$ cat src/rtl/sine_ref_pkg.sv
// Shared definitions for the sine modulation reference.
// Holds the entry calculation used to fill the sample table at elaboration.
package sine_ref_pkg;

    // Rounded sample k of n around a half-scale offset of peak/2 (halves round up).
    function automatic int sine_entry(input int k, input int n, input int peak);
        real half;
        real ang;
        half = real'(peak) / 2.0;
        ang  = 2.0 * 3.14159265358979 * real'(k) / real'(n);
        return $rtoi($floor(half + half * $sin(ang) + 0.5));
    endfunction

endpackage

$ cat src/rtl/sine_phase_ctr.sv
// Phase index for the sample table.
// Steps by one on every strobe and wraps from SAMPLES-1 to 0.
// Assumes SAMPLES >= 2. Also offers the index that the next strobe will load.
module sine_phase_ctr #(
    parameter int SAMPLES = 25,
    localparam int PH_W = $clog2(SAMPLES)
) (
    input  logic            clk,
    input  logic            rst_n,
    input  logic            step,
    output logic [PH_W-1:0] phase_q,
    output logic [PH_W-1:0] phase_next
);
    localparam logic [PH_W-1:0] LAST = PH_W'(SAMPLES - 1);

    // Successor index with wrap at the end of the table.
    always_comb begin
        phase_next = (phase_q == LAST) ? '0 : phase_q + 1'b1;
    end

    // Index register: cleared by reset, advanced on each strobe.
    always_ff @(posedge clk) begin
        if (!rst_n)
            phase_q <= '0;
        else if (step)
            phase_q <= phase_next;
    end

    // the index always points inside the table.
    a_r4_phase_bound: assert property (@(posedge clk) disable iff (!rst_n)
        phase_q <= LAST);

    // a strobe on the last entry returns the index to the start.
    a_r4_wrap: assert property (@(posedge clk) disable iff (!rst_n)
        (step && phase_q == LAST) |=> phase_q == '0);

endmodule

$ cat src/rtl/sine_table.sv
// One fundamental period of an offset sine, held as constant entries.
// The entries are built at elaboration, so no storage is written at run time.
// The lookup is combinational. Entries are signed and wide enough to show rounding overshoot.
module sine_table #(
    parameter int SAMPLES     = 25,
    parameter int CARRIER_MAX = 6250,
    parameter int ENT_W       = 18,
    localparam int PH_W = $clog2(SAMPLES)
) (
    input  logic [PH_W-1:0]          idx,
    output logic signed [ENT_W-1:0]  entry
);
    logic signed [ENT_W-1:0] rom [SAMPLES];

    // One constant entry per phase step.
    for (genvar i = 0; i < SAMPLES; i++) begin : g_ent
        localparam int VAL = sine_ref_pkg::sine_entry(i, SAMPLES, CARRIER_MAX);
        assign rom[i] = ENT_W'(VAL);
    end

    // Select the entry for the requested phase (index is kept in range upstream).
    always_comb begin
        entry = rom[idx];
    end

endmodule

$ cat src/rtl/ref_saturate.sv
// Limits a signed table value to the unsigned carrier range [0, CARRIER_MAX].
// Purely combinational. Assumes CARRIER_MAX fits in OUT_W bits.
module ref_saturate #(
    parameter int IN_W        = 18,
    parameter int OUT_W       = 16,
    parameter int CARRIER_MAX = 6250
) (
    input  logic signed [IN_W-1:0] raw,
    output logic [OUT_W-1:0]       sat
);
    localparam logic signed [IN_W-1:0] TOP = IN_W'(CARRIER_MAX);

    // Clip the value at zero below and at the carrier period above.
    always_comb begin
        if (raw < 0)
            sat = '0;
        else if (raw > TOP)
            sat = OUT_W'(CARRIER_MAX);
        else
            sat = raw[OUT_W-1:0];
    end

endmodule

$ cat src/rtl/sine_ref_gen.sv
// Offset sine modulation reference for a sine-triangle PWM.
// On each sample strobe, moves one step through a stored sine period and registers
// the clamped unsigned value with a one-cycle valid pulse.
// Assumes the strobe is synchronous to clk and that each high edge counts as one sample.
module sine_ref_gen #(
    parameter int SAMPLES     = 25,
    parameter int CARRIER_MAX = 6250,
    parameter int REF_W       = 16,
    localparam int PH_W  = $clog2(SAMPLES),
    localparam int ENT_W = REF_W + 2
) (
    input  logic             clk,
    input  logic             rst_n,
    input  logic             sample_stb,
    output logic [REF_W-1:0] ref_out,
    output logic             ref_valid
);
    localparam logic [REF_W-1:0] MID = REF_W'(CARRIER_MAX / 2);
    localparam logic [REF_W-1:0] TOP = REF_W'(CARRIER_MAX);

    logic [PH_W-1:0]         phase_q;
    logic [PH_W-1:0]         phase_next;
    logic signed [ENT_W-1:0] entry;
    logic [REF_W-1:0]        clamped;

    sine_phase_ctr #(.SAMPLES(SAMPLES)) u_phase (
        .clk        (clk),
        .rst_n      (rst_n),
        .step       (sample_stb),
        .phase_q    (phase_q),
        .phase_next (phase_next)
    );

    sine_table #(
        .SAMPLES     (SAMPLES),
        .CARRIER_MAX (CARRIER_MAX),
        .ENT_W       (ENT_W)
    ) u_table (
        .idx   (phase_next),
        .entry (entry)
    );

    ref_saturate #(
        .IN_W        (ENT_W),
        .OUT_W       (REF_W),
        .CARRIER_MAX (CARRIER_MAX)
    ) u_sat (
        .raw (entry),
        .sat (clamped)
    );

    // Output register: mid-scale on reset, the next sample on each strobe.
    always_ff @(posedge clk) begin
        if (!rst_n) begin
            ref_out   <= MID;
            ref_valid <= 1'b0;
        end else begin
            ref_valid <= sample_stb;
            if (sample_stb)
                ref_out <= clamped;
        end
    end

    // a strobe always yields a valid pulse one cycle later.
    a_r2_valid_after_stb: assert property (@(posedge clk) disable iff (!rst_n)
        sample_stb |=> ref_valid);

    // a valid pulse never appears without a strobe in the cycle before.
    a_r2_no_spurious_valid: assert property (@(posedge clk) disable iff (!rst_n)
        ref_valid |-> $past(sample_stb));

    // the reference stays within the carrier range.
    a_r5_in_range: assert property (@(posedge clk) disable iff (!rst_n)
        ref_out <= TOP);

    // without a strobe the output holds.
    a_r6_hold: assert property (@(posedge clk) disable iff (!rst_n)
        !sample_stb |=> $stable(ref_out));

endmodule

$ cat config.mk
export PLATFORM = sky130hd
export DESIGN_NAME = sine_ref_gen
export DESIGN_NICKNAME = d
export VERILOG_FILES = /design/src/rtl/sine_ref_pkg.sv /design/src/rtl/sine_phase_ctr.sv /design/src/rtl/sine_table.sv /design/src/rtl/ref_saturate.sv /design/src/rtl/sine_ref_gen.sv
export SDC_FILE = /design/constraint.sdc
export NUM_CORES = 1
export LEC_CHECK = 0
export ABC_AREA = 1
export BUFFER_PORTS_ARGS = -buffer_cell sky130_fd_sc_hd__buf_2
export CAP_MARGIN = 10
export CORE_UTILIZATION = 64
export DETAILED_ROUTE_END_ITERATION = 8
export PLACE_DENSITY_LB_ADDON = 0.08
export SLEW_MARGIN = 20
export SYNTH_ARGS = -nofsm -noshare
export SYNTH_HDL_FRONTEND = slang
export SYNTH_HIERARCHICAL = 1
export SYNTH_SLANG_ARGS = --single-unit
$ cat constraint.sdc
create_clock -name clk -period 8.28 [get_ports clk]
set_input_delay 1.242 -clock clk [delete_from_list [all_inputs] [get_ports clk]]
set_output_delay 1.242 -clock clk [all_outputs]
set_load 0.01 [all_outputs]
==> metrics.cfg, run 1 <==
[status]
status=completed

[setup_path]
crit_top_cell=inv_1
crit_path_max_incr_delay_ns=0.49
worstPathArrival_ns=3.61
worst_setup_path_start_kind=flip-flop
cp_max_fo=20
worst-path-buf-inv=6
required_ns=8.54
crit_type=flip-flop to flip-flop
critPathTopFamily=simple AND/OR/NAND/NOR gates
worstPathCellList=inv_1 > ha_1 > inv_1 > nor2_1 > nand2_2 > nand3_1 > inv_1 > inv_6 > ha_1 > a21oi_1 > o21ai_0 > inv_1 > nand2_1 > nor2_1 > nand3_1 > nand2_1 > a21oi_4 > nand3_4 > nor2_1 > inv_1 > nand2_1 > nand2_1 > nor2_1
cp-end-kind=flip-flop
slowest_stage=inv_1

[synthesis]
syn-mean-instance-area_um2=6.150
synthArstFlopShare_pct=0
syn_area_um2=2042
yosysSeqAreaShare_pct=21.57
syn_inst=332
ys_warn_count=6
yosysTopAreaCellShare_pct=21.57
yosysTopAreaCell=dfxtp_1
ys_types=33
synth_edf_count=0
synth.area.top_cells=dfxtp_1, nand2_1, inv_1
ys_ff_latch=22
ys.flop_type=dfxtp_1

[sta]
whs_ns=0.4648
hold_violations=0
finalMaxSlewViolations=0
tightest_slew_ns=0.6387
finalCritPeriodShare_pct=40.48
finalSetupTns_ns=0
finalSetupViolCount=0
fin_crit_ns=3.351
grt_setup_unrepaired=false
skew_ns=0.004531
fmax_mhz=298.4
maxSlewHeadroom_pct=57.37

[placed_design]
place_congestion=1.011
place_inst=381
port_buffers=19
place_hpwl_um=3035

[layout]
instances_no_fill=385
drive_above_1_share_pct=13.49
multiInputGateArea_um2=1217
area_delta_synth_final_pct=1.654
nets=359
antenna_cells=0
seqCellArea_um2=440.4
nFillCells=304

[routing]
vias=1919
first_iter_violations=107
detail_route.vias_per_cell=4.984
wl_per_cell_um=10.25
drc=0
dr.pass1.iters=5
ant_nets=0
wl_um=3948

[grt]
grt_use_met2_pct=45.81
top_usage_layer=met2
grt_antenna_before_repair=0
grt_pass1_wl_um=6865
grt_max_degree=39
use_met3_pct=3.297
groute.layer.met1.usage_pct=32.08
grt_pass1_vias=1666
track_usage_pct=25.61
grt_overflow=0

[cts]
clock_sink_count=22
path_clk_slew_ns=0.12
insertion_delay_ns=0.31
post_cts_buffers=0
clock-root-buffer=clkbuf_4
cts_buffers=3
htreeDepth=1
cts_hold_buf=0
cts_resized=0
clock_path_buffers=2
tritoncts=built

[pwr]
fin_total_pwr_uw=325.9
powerDensity_nw_per_um2=157.0
p_leak_nw=1.168
ir_worst_vdd_uv=70.15

[floorplanning]
dieArea_um2=3421
num_io_pins=20
num_rows=20
die_w_um=58.49
die_y_um=58.49
initial_core_util_pct=67.44
core_area_um2=3028

[hold_path]
hold_class=flip-flop to flip-flop

[job]
maxCapViolCount=0

## layout by cell type (no fill, tap or decap), drive strengths merged
master	synthesis	layout
nand4	1	1
or2	1	1
o21bai	2	2
conb	2	8
nand3	38	38
nand3b	1	1
inv	56	56
ha	14	14
nor3	2	2
nand2	111	111
buf	19	19
bufinv	0	1
o21ai	12	12
o211ai	2	2
nor2	36	36
a21oi	11	11
and2	1	1
clkbuf	1	3
dfxtp	22	22
## area by class of cell
cell class,count,share of cell area (%)
Multi-Input combinational cell,240,58.65
Sequential cell,22,21.22
Inverter,56,10.37
Timing Repair Buffer,19,4.581
Tap cell,44,2.652
Clock inverter,1,1.447
Clock buffer,3,1.085
## worst min-delay path: cells and delay by family (launching register included)
family        cells  cell delay [ns]
flops             1             0.34
simple gates      2             0.10
## path summary, 6_finish.rpt
check / from / end / slack, ns / depth (start not counted)
worst max register to register: u_phase/phase_q[0] / ref_out[7] / 4.93 / 23
worst min-delay path: ref_out[0] / ref_out[0] / 0.46 / 2
worst max-delay path: u_phase/phase_q[0] / ref_out[7] / 4.93 / 23
worst min register to register: ref_out[0] / ref_out[0] / 0.46 / 2
## Yosys cell counts, types with 2 or more instances
master      n
o21ai_1     2
nand2_4     2
inv_1      52
conb_1      2
nand3_1    35
nand2_2     8
buf_2       3
buf_4       8
o21ai_0    10
nand3_2     2
dfxtp_1    22
nor2_1     36
ha_1       14
buf_6       6
nand2_1   101
a21oi_1     9
o211ai_1    2
inv_2       3
## metrics by stage
step	cell area (um2)	utilization [%]	worst slack, ns
floorplan	2064	-	5.500
global placement	2023	66.82	4.993
detailed placement	2023	66.82	4.987
CTS	2076	68.55	4.946
global route	2076	68.55	4.481
finish	2076	68.55	4.929
## state kept, by name, summed over array words and instances, names as in the netlist
signal	cells
u_phase/phase_q	5
ref_out	16
ref_valid	1
## per-layer routing
| metal | up-vias | part of all wire [%] |
|---|---|---|
| met5 | - | 0 |
| met1 | 836 | 45 |
| li1 | 1011 | - |
| met4 | 0 | 0.63 |
| met3 | 4 | 5.5 |
| met2 | 68 | 48 |
## where the power goes
part	switching, mW	internal (mW)
logic	0.0857	0.0406
registers	0.00438	0.113
clock network	0.0332	0.0489
## logic make-up (layout without fill, tap and decap cells)
kind of cell,after synthesis,after routing,synth area share [%]
flops,22,22,21.57
buf+inv,76,79,19.91
other cells,2,8,0.3678
simple gates,191,191,41.54
fa+ha+maj,14,14,8.579
compound gates,27,27,8.027
No activity file was read; power rests on OpenSTA's default activity.
==> run 2, diff against run 1 <==
- ABC_AREA: 1 -> 0
- CORE_UTILIZATION: 64 -> 59
- clock period: 8.28 -> 3.26 ns (I/O delays scaled with it)
==> run 2 against run 1 <==
Largest cell class unchanged. Critical endpoint is now ref_out[0]. Worst setup slack got worse by 4.8 ns. Utilization increased by 4.2 points. Sequential cell count unchanged. Cell count decreased by 21%. Critical path type unchanged.
==> metrics.cfg, run 2 <==
[placed_design]
place_hpwl_um=2917  ; was 3035 um
port_buffers=19  ; unchanged
place_inst=294  ; was 381
place_congestion=0.8849  ; was 1.011

[setup_path]
worstPathCellList=inv_1 > ha_2 > nand3b_1 > nor2_4 > nor2_2 > buf_4 > ha_1 > or2b_1 > o211ai_1 > o21ai_1 > o22ai_2 > or2_1 > a31oi_2 > o41a_1 > o211a_1 > mux2i_1 > nand2_1  ; was inv_1 > ha_1 > inv_1 > nor2_1 > nand2_2 > nand3_1 > inv_1 > inv_6 > ha_1 > a21oi_1 > o21ai_0 > inv_1 > nand2_1 > nor2_1 > nand3_1 > nand2_1 > a21oi_4 > nand3_4 > nor2_1 > inv_1 > nand2_1 > nand2_1 > nor2_1
slowest_stage=dfxtp_4  ; was inv_1
crit_type=flip-flop to flip-flop  ; unchanged
worstPathArrival_ns=3.35  ; was 3.61 ns
required_ns=3.45  ; was 8.54 ns
cp-end-kind=flip-flop  ; unchanged
ff2ff_path_depth=17  ; was 23
cp_max_fo=9  ; was 20
crit_path_max_incr_delay_ns=0.38  ; was 0.49 ns
rrSetupSlack_ns=0.1  ; was 4.93 ns
worst_setup_path_start_kind=flip-flop  ; unchanged

[synthesis]
yosysSeqAreaShare_pct=23.36  ; was 21.57%
syn-mean-instance-area_um2=8.058  ; was 6.150 um2
synth.area.top_cells=dfxtp_1, mux2i_1, ha_1  ; was dfxtp_1, nand2_1, inv_1
ys_ff_latch=22  ; unchanged
ys.flop_type=dfxtp_1  ; unchanged
yosysTopAreaCell=dfxtp_1  ; unchanged
syn_inst=234  ; was 332
synth_edf_count=0  ; unchanged
synthMostInstantiatedCell=nand2_1  ; unchanged
synth_common_cells=nand2_1, dfxtp_1, mux2i_1  ; was nand2_1, inv_1, nor2_1
ys_types=54  ; was 33
synthArstFlopShare_pct=0  ; unchanged
yosysTopAreaCellShare_pct=23.36  ; was 21.57%
syn_area_um2=1886  ; was 2042 um2
ys_warn_count=6  ; unchanged

[routing]
ant_nets=0  ; unchanged
detail_route.vias_per_cell=5.578  ; was 4.984
wl_um=4377  ; was 3948 um
first_iter_violations=120  ; was 107
met3WireLength_um=216  ; was 217 um
drc=0  ; unchanged
dr.pass1.iters=5  ; unchanged
wl_per_cell_um=14.30  ; was 10.25 um
wl_met1_um=2045  ; was 1791 um
highest_layer=met4  ; unchanged
wl_met2_um=2020  ; was 1914 um
vias=1707  ; was 1919

[layout]
area_delta_synth_final_pct=17.72  ; was 1.654%
final_cell_mix=nand2_1, dfxtp_1, buf_2  ; was nand2_1, inv_1, nor2_1
top_register=ref_out  ; unchanged
reg.largest.list=ref_out (16), u_phase/phase_q (5), ref_valid (1)  ; unchanged
nets=280  ; was 359
instances_no_fill=306  ; was 385
mostFrequentLayoutCell=nand2_1  ; unchanged
antenna_cells=0  ; unchanged
drive_above_1_share_pct=27.86  ; was 13.49%
largest_register_ffs=16  ; unchanged
nFillCells=250  ; was 304

[grt]
grt_pass1_vias=1530  ; was 1666
grt_pass1_wl_um=6699  ; was 6865 um
track_usage_pct=25.13  ; was 25.61%
grt_overflow=0  ; unchanged
grt_max_degree=24  ; was 39
grt_antenna_before_repair=0  ; unchanged

[hold_path]
hold_class=flip-flop to flip-flop  ; unchanged
min_path_cells=2  ; unchanged

[pwr]
p_leak_nw=0.9958  ; was 1.168 nW
seq_power_share_pct=37.3  ; was 36.1%
clock_power_share_pct=26.5  ; was 25.2%
fin_total_pwr_uw=781.4  ; was 325.9 uW
powerDensity_nw_per_um2=352.0  ; was 157.0 nW/um2
p_int_uw=526.9  ; was 202.6 uW
pwr-share-comb_pct=36.2  ; was 38.7%
ir_worst_vdd_uv=295.2  ; was 70.15 uV
p_switching_uw=254.5  ; was 123.3 uW
swShare_pct=32.56  ; was 37.83%

[status]
status=completed  ; unchanged

[cts]
insertion_delay_ns=0.31  ; about the same
htreeDepth=1  ; unchanged
clock_path_buffers=2  ; unchanged
path_clk_slew_ns=0.12  ; about the same
cts_buffers=3  ; unchanged
clock-root-buffer=clkbuf_4  ; unchanged
clock_sink_count=22  ; unchanged
tritoncts=built  ; unchanged

[floorplanning]
die_w_um=58.53  ; was 58.49 um
dieArea_um2=3426  ; was 3421 um2
num_rows=20  ; unchanged
initial_core_util_pct=61.76  ; was 67.44%
core_area_um2=3053  ; was 3028 um2
die_y_um=58.53  ; was 58.49 um
num_io_pins=20  ; unchanged

[sta]
fin_crit_ns=3.163  ; was 3.351 ns
maxSlewHeadroom_pct=64.47  ; was 57.37%
hold_violations=0  ; unchanged
finalCritPeriodShare_pct=97.02  ; was 40.48%
grt_setup_unrepaired=true  ; was false
fmax_mhz=316.2  ; was 298.4 MHz
finalSetupTns_ns=0  ; unchanged
finalSetupViolCount=0  ; unchanged
finalMaxSlewViolations=0  ; unchanged
skew_ns=0.007237  ; was 0.004531 ns
tightest_slew_ns=0.5329  ; was 0.6387 ns

[job]
maxCapViolCount=0  ; unchanged

[run 2: layout make-up]
type	count	area, um2	area share, %
inverter	13	48.80	2.198
clock buffer	3	22.52	1.015
clock inverter	1	30.03	1.353
multi-input combinational	188	1399	63.02
tap	44	55.05	2.480
timing repair buffer	35	219.0	9.865
sequential	22	445.4	20.07
[run 2: power groups by stage]
stage / Sequential [mW] / Clock [mW] / Combinational, mW
floorplan: 0.301 / 0 / 0.175
global placement: 0.296 / 0 / 0.227
detailed placement: 0.297 / 0 / 0.228
CTS: 0.291 / 0.214 / 0.233
global route: 0.293 / 0.225 / 0.309
finish: 0.291 / 0.207 / 0.283
[run 2: per-layer routing]
layer	vias to the layer above	track usage, %
li1	866	-
met1	775	33.92
met2	53	40.89
met3	13	4.615
met4	0	7.483
met5	-	0
[run 2: path summary, 6_finish.rpt]
kind	start	end
max	u_phase/phase_q[0]	ref_out[0]
max reg2reg	u_phase/phase_q[0]	ref_out[0]
min	ref_out[4]	ref_out[4]
min reg2reg	ref_out[4]	ref_out[4]
[run 2: critical path, delay by kind of cell (launching register included)]
kind / cells / cell delay (ns)
buffers and inverters: 2 / 0.24
AO/OA/AOI/OAI: 6 / 0.98
AND/OR/NAND/NOR: 6 / 0.88
flip-flops: 1 / 0.38
adder cells (fa/ha/maj): 2 / 0.42
multiplexers: 1 / 0.13
[run 2: timing repair]
action,4_1_cts,5_1_grt
setup endpoints to repair,6,11
setup buffers,0,8
pin swaps,0,7
gates resized for setup,4,26
hold buffers,0,0
[run 2: through the flow]
step                hold slack [ns]  worst slack [ns]  util (%)  cell area, um2
global route                 0.5202          -0.05092     72.70            2220
CTS                          0.4885          0.003356     67.30            2054
global placement             0.4482           0.04111     64.88            1981
finish                       0.4822           0.09730     72.70            2220
detailed placement           0.4556          0.003512     64.88            1981
floorplan                    0.5017           0.05597         -            1908
[run 2: cell families after synthesis]
group           synth area share, %
other cells                  0.3983
compound gates                20.90
buf+inv                       9.887
fa+ha+maj                     9.290
flops                         23.36
mux                           10.15
simple gates                  25.55
xor+xnor                     0.4646
==> run 3, diff against run 2 <==
- CORE_UTILIZATION: 59 -> 61
- CTS_BUF_LIST: not set -> sky130_fd_sc_hd__clkbuf_8
- SYNTH_HIERARCHICAL: 1 -> not set
==> run 3 against run 2 <==
Hold slack improved by 0.0013 ns. Global-route usage is 10 points higher. Total power is 11% higher. Clock skew shrank 0.0040 ns. Cell count is 5.9% lower. Synthesized cell count fell by 0.85%. Routed wire length is 21% higher. Sequential power is 5% lower. First-iteration DRC count grew 25%.
==> metrics.cfg, run 3 <==
[status]
status=completed  ; unchanged

[synthesis]
synth.area.top_cells=dfxtp_1, ha_1, o21ai_0  ; was dfxtp_1, mux2i_1, ha_1
synthArstFlopShare_pct=0  ; unchanged
yosysSeqAreaShare_pct=21.21  ; was 23.36%
syn_inst=232  ; was 234
synth_edf_count=0  ; unchanged
synth_common_cells=nand2_1, o21ai_0, dfxtp_1  ; was nand2_1, dfxtp_1, mux2i_1
yosysTopAreaCell=dfxtp_1  ; unchanged
yosysTopAreaCellShare_pct=21.21  ; was 23.36%
syn_area_um2=1793  ; was 1886 um2
ys_types=56  ; was 54
ys_warn_count=0  ; was 6
ys_ff_latch=19  ; was 22
syn-mean-instance-area_um2=7.728  ; was 8.058 um2
ys.flop_type=dfxtp_1  ; unchanged

[setup_path]
rrSetupSlack_ns=0.18  ; was 0.1 ns
ff2ff_path_depth=12  ; was 17
endpoint=ref_out[1]  ; was ref_out[0]
timing.rr.start=u_phase.phase_q[1]  ; was u_phase/phase_q[0]
worstPathCellList=inv_1 > ha_1 > and4b_1 > nor2_1 > inv_1 > ha_1 > nand2_1 > mux2i_1 > o32a_1 > and3b_1 > nand3_1 > o31a_1  ; was inv_1 > ha_2 > nand3b_1 > nor2_4 > nor2_2 > buf_4 > ha_1 > or2b_1 > o211ai_1 > o21ai_1 > o22ai_2 > or2_1 > a31oi_2 > o41a_1 > o211a_1 > mux2i_1 > nand2_1
worstPathArrival_ns=3.24  ; was 3.35 ns
crit_type=flip-flop to flip-flop  ; unchanged
cp-startpoint=u_phase.phase_q[1]  ; was u_phase/phase_q[0]
slowest_stage=dfxtp_1  ; was dfxtp_4
cp_max_fo=6  ; was 9
worst_setup_path_start_kind=flip-flop  ; unchanged
cp-end-kind=flip-flop  ; unchanged
crit_path_max_incr_delay_ns=0.38  ; about the same
r2r_end=ref_out[1]  ; was ref_out[0]
required_ns=3.42  ; was 3.45 ns

[layout]
antenna_cells=0  ; unchanged
reg.largest.list=ref_out (13), u_phase.phase_q (5), ref_valid (1)  ; was ref_out (16), u_phase/phase_q (5), ref_valid (1)
nFillCells=224  ; was 250
final_area_um2=2033  ; was 2220 um2
area_delta_synth_final_pct=13.40  ; was 17.72%
seqCellArea_um2=381.6  ; was 445.4 um2
largest_register_ffs=13  ; was 16
drive_above_1_share_pct=19.07  ; was 27.86%
instances_no_fill=288  ; was 306
multiInputGateArea_um2=1277  ; was 1399 um2
final_cell_mix=nand2_1, o21ai_0, buf_4  ; was nand2_1, dfxtp_1, buf_2
nets=274  ; was 280
top_register=ref_out  ; unchanged

[routing]
dr.pass1.iters=5  ; unchanged
wl_um=5284  ; was 4377 um
drc=0  ; unchanged
detail_route.vias_per_cell=6.802  ; was 5.578
vias=1959  ; was 1707
wl_per_cell_um=18.35  ; was 14.30 um
ant_nets=0  ; unchanged
first_iter_violations=150  ; was 120

[grt]
grt_overflow=0  ; unchanged
grt_antenna_before_repair=0  ; unchanged
track_usage_pct=35.44  ; was 25.13%
grt_pass1_wl_um=8625  ; was 6699 um
grt_pass1_vias=1798  ; was 1530
grt_max_degree=38  ; was 24

[floorplanning]
num_rows=19  ; was 20
core_area_um2=2781  ; was 3053 um2
die_y_um=56.22  ; was 58.53 um
num_io_pins=20  ; unchanged
initial_core_util_pct=64.46  ; was 61.76%
die_w_um=56.22  ; was 58.53 um
dieArea_um2=3160  ; was 3426 um2

[sta]
fin_crit_ns=3.084  ; was 3.163 ns
hold_violations=0  ; unchanged
tightest_slew_ns=0.7229  ; was 0.5329 ns
grt_setup_unrepaired=false  ; was true
maxSlewHeadroom_pct=51.81  ; was 64.47%
finalMaxSlewViolations=0  ; unchanged
fmax_mhz=324.3  ; was 316.2 MHz
skew_ns=0.003230  ; was 0.007237 ns
finalSetupViolCount=0  ; unchanged
finalCritPeriodShare_pct=94.60  ; was 97.02%
finalSetupTns_ns=0  ; unchanged

[cts]
cts_hold_buf=0  ; unchanged
tritoncts=built  ; unchanged
clock-root-buffer=clkbuf_8  ; was clkbuf_4
insertion_delay_ns=0.27  ; was 0.31 ns
post_cts_buffers=0  ; unchanged
path_clk_slew_ns=0.08  ; was 0.12 ns
cts_buffers=3  ; unchanged
cts_resized=0  ; was 4
clock_sink_count=19  ; was 22
htreeDepth=1  ; unchanged
clock_path_buffers=2  ; unchanged

[pwr]
p_int_uw=517.2  ; was 526.9 uW
p_switching_uw=351.2  ; was 254.5 uW
p_leak_nw=0.9192  ; was 0.9958 nW
ir_worst_vdd_uv=469.0  ; was 295.2 uV
fin_total_pwr_uw=868.4  ; was 781.4 uW
seq_power_share_pct=31.9  ; was 37.3%
powerDensity_nw_per_um2=427.1  ; was 352.0 nW/um2
pwr-share-comb_pct=47.7  ; was 36.2%
clock_power_share_pct=20.4  ; was 26.5%
swShare_pct=40.44  ; was 32.56%

[placed_design]
port_buffers=16  ; was 19
place_hpwl_um=4011  ; was 2917 um
postPlaceCellArea_um2=1982  ; was 1981 um2
place_inst=284  ; was 294
place_congestion=1.036  ; was 0.8849

[hold_path]
hold_class=flip-flop to flip-flop  ; unchanged

[job]
maxCapViolCount=0  ; unchanged

==> run 3: cell count changes in the layout (fill, tap and decap cells not counted), moves of 4 or more <==
cell	change
mux2i_1	-11
nand3_1	+8
a21oi_2	-4
a21oi_1	-7
nor2b_1	-9
o21ai_0	+14
nand2_1	-4
buf_4	+6
conb_1	-5
o31ai_1	+6
==> run 3: metal layers <==
layer	routed length (um)	track usage [%]	part of all wire, %	vias up
li1	-	-	-	911
met1	2207	44.25	42	894
met2	2355	55.44	45	129
met3	482	7.674	9.1	25
met4	238	21.60	4.5	0
met5	0	0	0	-
==> run 3: kinds of logic (layout without fill, tap and decap cells) <==
family          after synthesis  count (layout)  share of synthesized area, %
compound gates               80              80                         32.31
simple gates                 74              74                         21.70
buf+inv                      31              54                         8.025
flops                        19              19                         21.21
fa+ha+maj                    13              13                         9.072
mux                           8               8                         4.536
xor+xnor                      6               6                         2.931
other cells                   1               3                        0.2092
==> run 3: area by class of cell <==
| cell class | count | share of cell area, % |
|---|---|---|
| Clock buffer | 3 | 2.031 |
| Clock inverter | 1 | 0.3692 |
| Inverter | 13 | 2.400 |
| Multi-Input combinational cell | 184 | 62.83 |
| Sequential cell | 19 | 18.77 |
| Tap cell | 31 | 1.908 |
| Timing Repair Buffer | 37 | 11.69 |
==> run 3: worst min path at each step <==
| stage | startpoint | to | depth (start not counted) |
|---|---|---|---|
| floorplan | ref_out[8] | ref_out[8] | 2 |
| global placement | ref_out[11] | ref_out[11] | 2 |
| detailed placement | ref_out[9] | ref_out[9] | 2 |
| CTS | ref_out[9] | ref_out[9] | 2 |
| global route | ref_out[9] | ref_out[9] | 2 |
| finish | ref_out[9] | ref_out[9] | 2 |
==> run 3: metrics by stage <==
step                worst slack [ns]  util (%)  hold WS, ns
global route                0.002300     73.10       0.5155
global placement              0.3182     71.26       0.4505
CTS                           0.1611     73.01       0.4889
floorplan                     0.1921         -       0.4990
detailed placement            0.1827     71.26       0.4780
finish                        0.1761     73.10       0.4835
==> run 3: worst max-delay path, delay by kind of cell (launching register included) <==
kind                       cells  cell delay, ns
muxes                          1            0.09
buffers and inverters          2            0.22
and+or+nand+nor                5            0.95
DFF                            1            0.38
adders and majority gates      2            0.59
AOI/OAI and AO/OA              2            0.73
==> run 3: power groups by stage <==
stage | clock (mW) | sequential (mW) | combinational (mW)
after floorplan | 0 | 0.290 | 0.255
after global placement | 0 | 0.280 | 0.390
after global routing | 0.183 | 0.280 | 0.448
after CTS | 0.176 | 0.277 | 0.404
after detailed placement | 0 | 0.282 | 0.401
final | 0.177 | 0.277 | 0.414
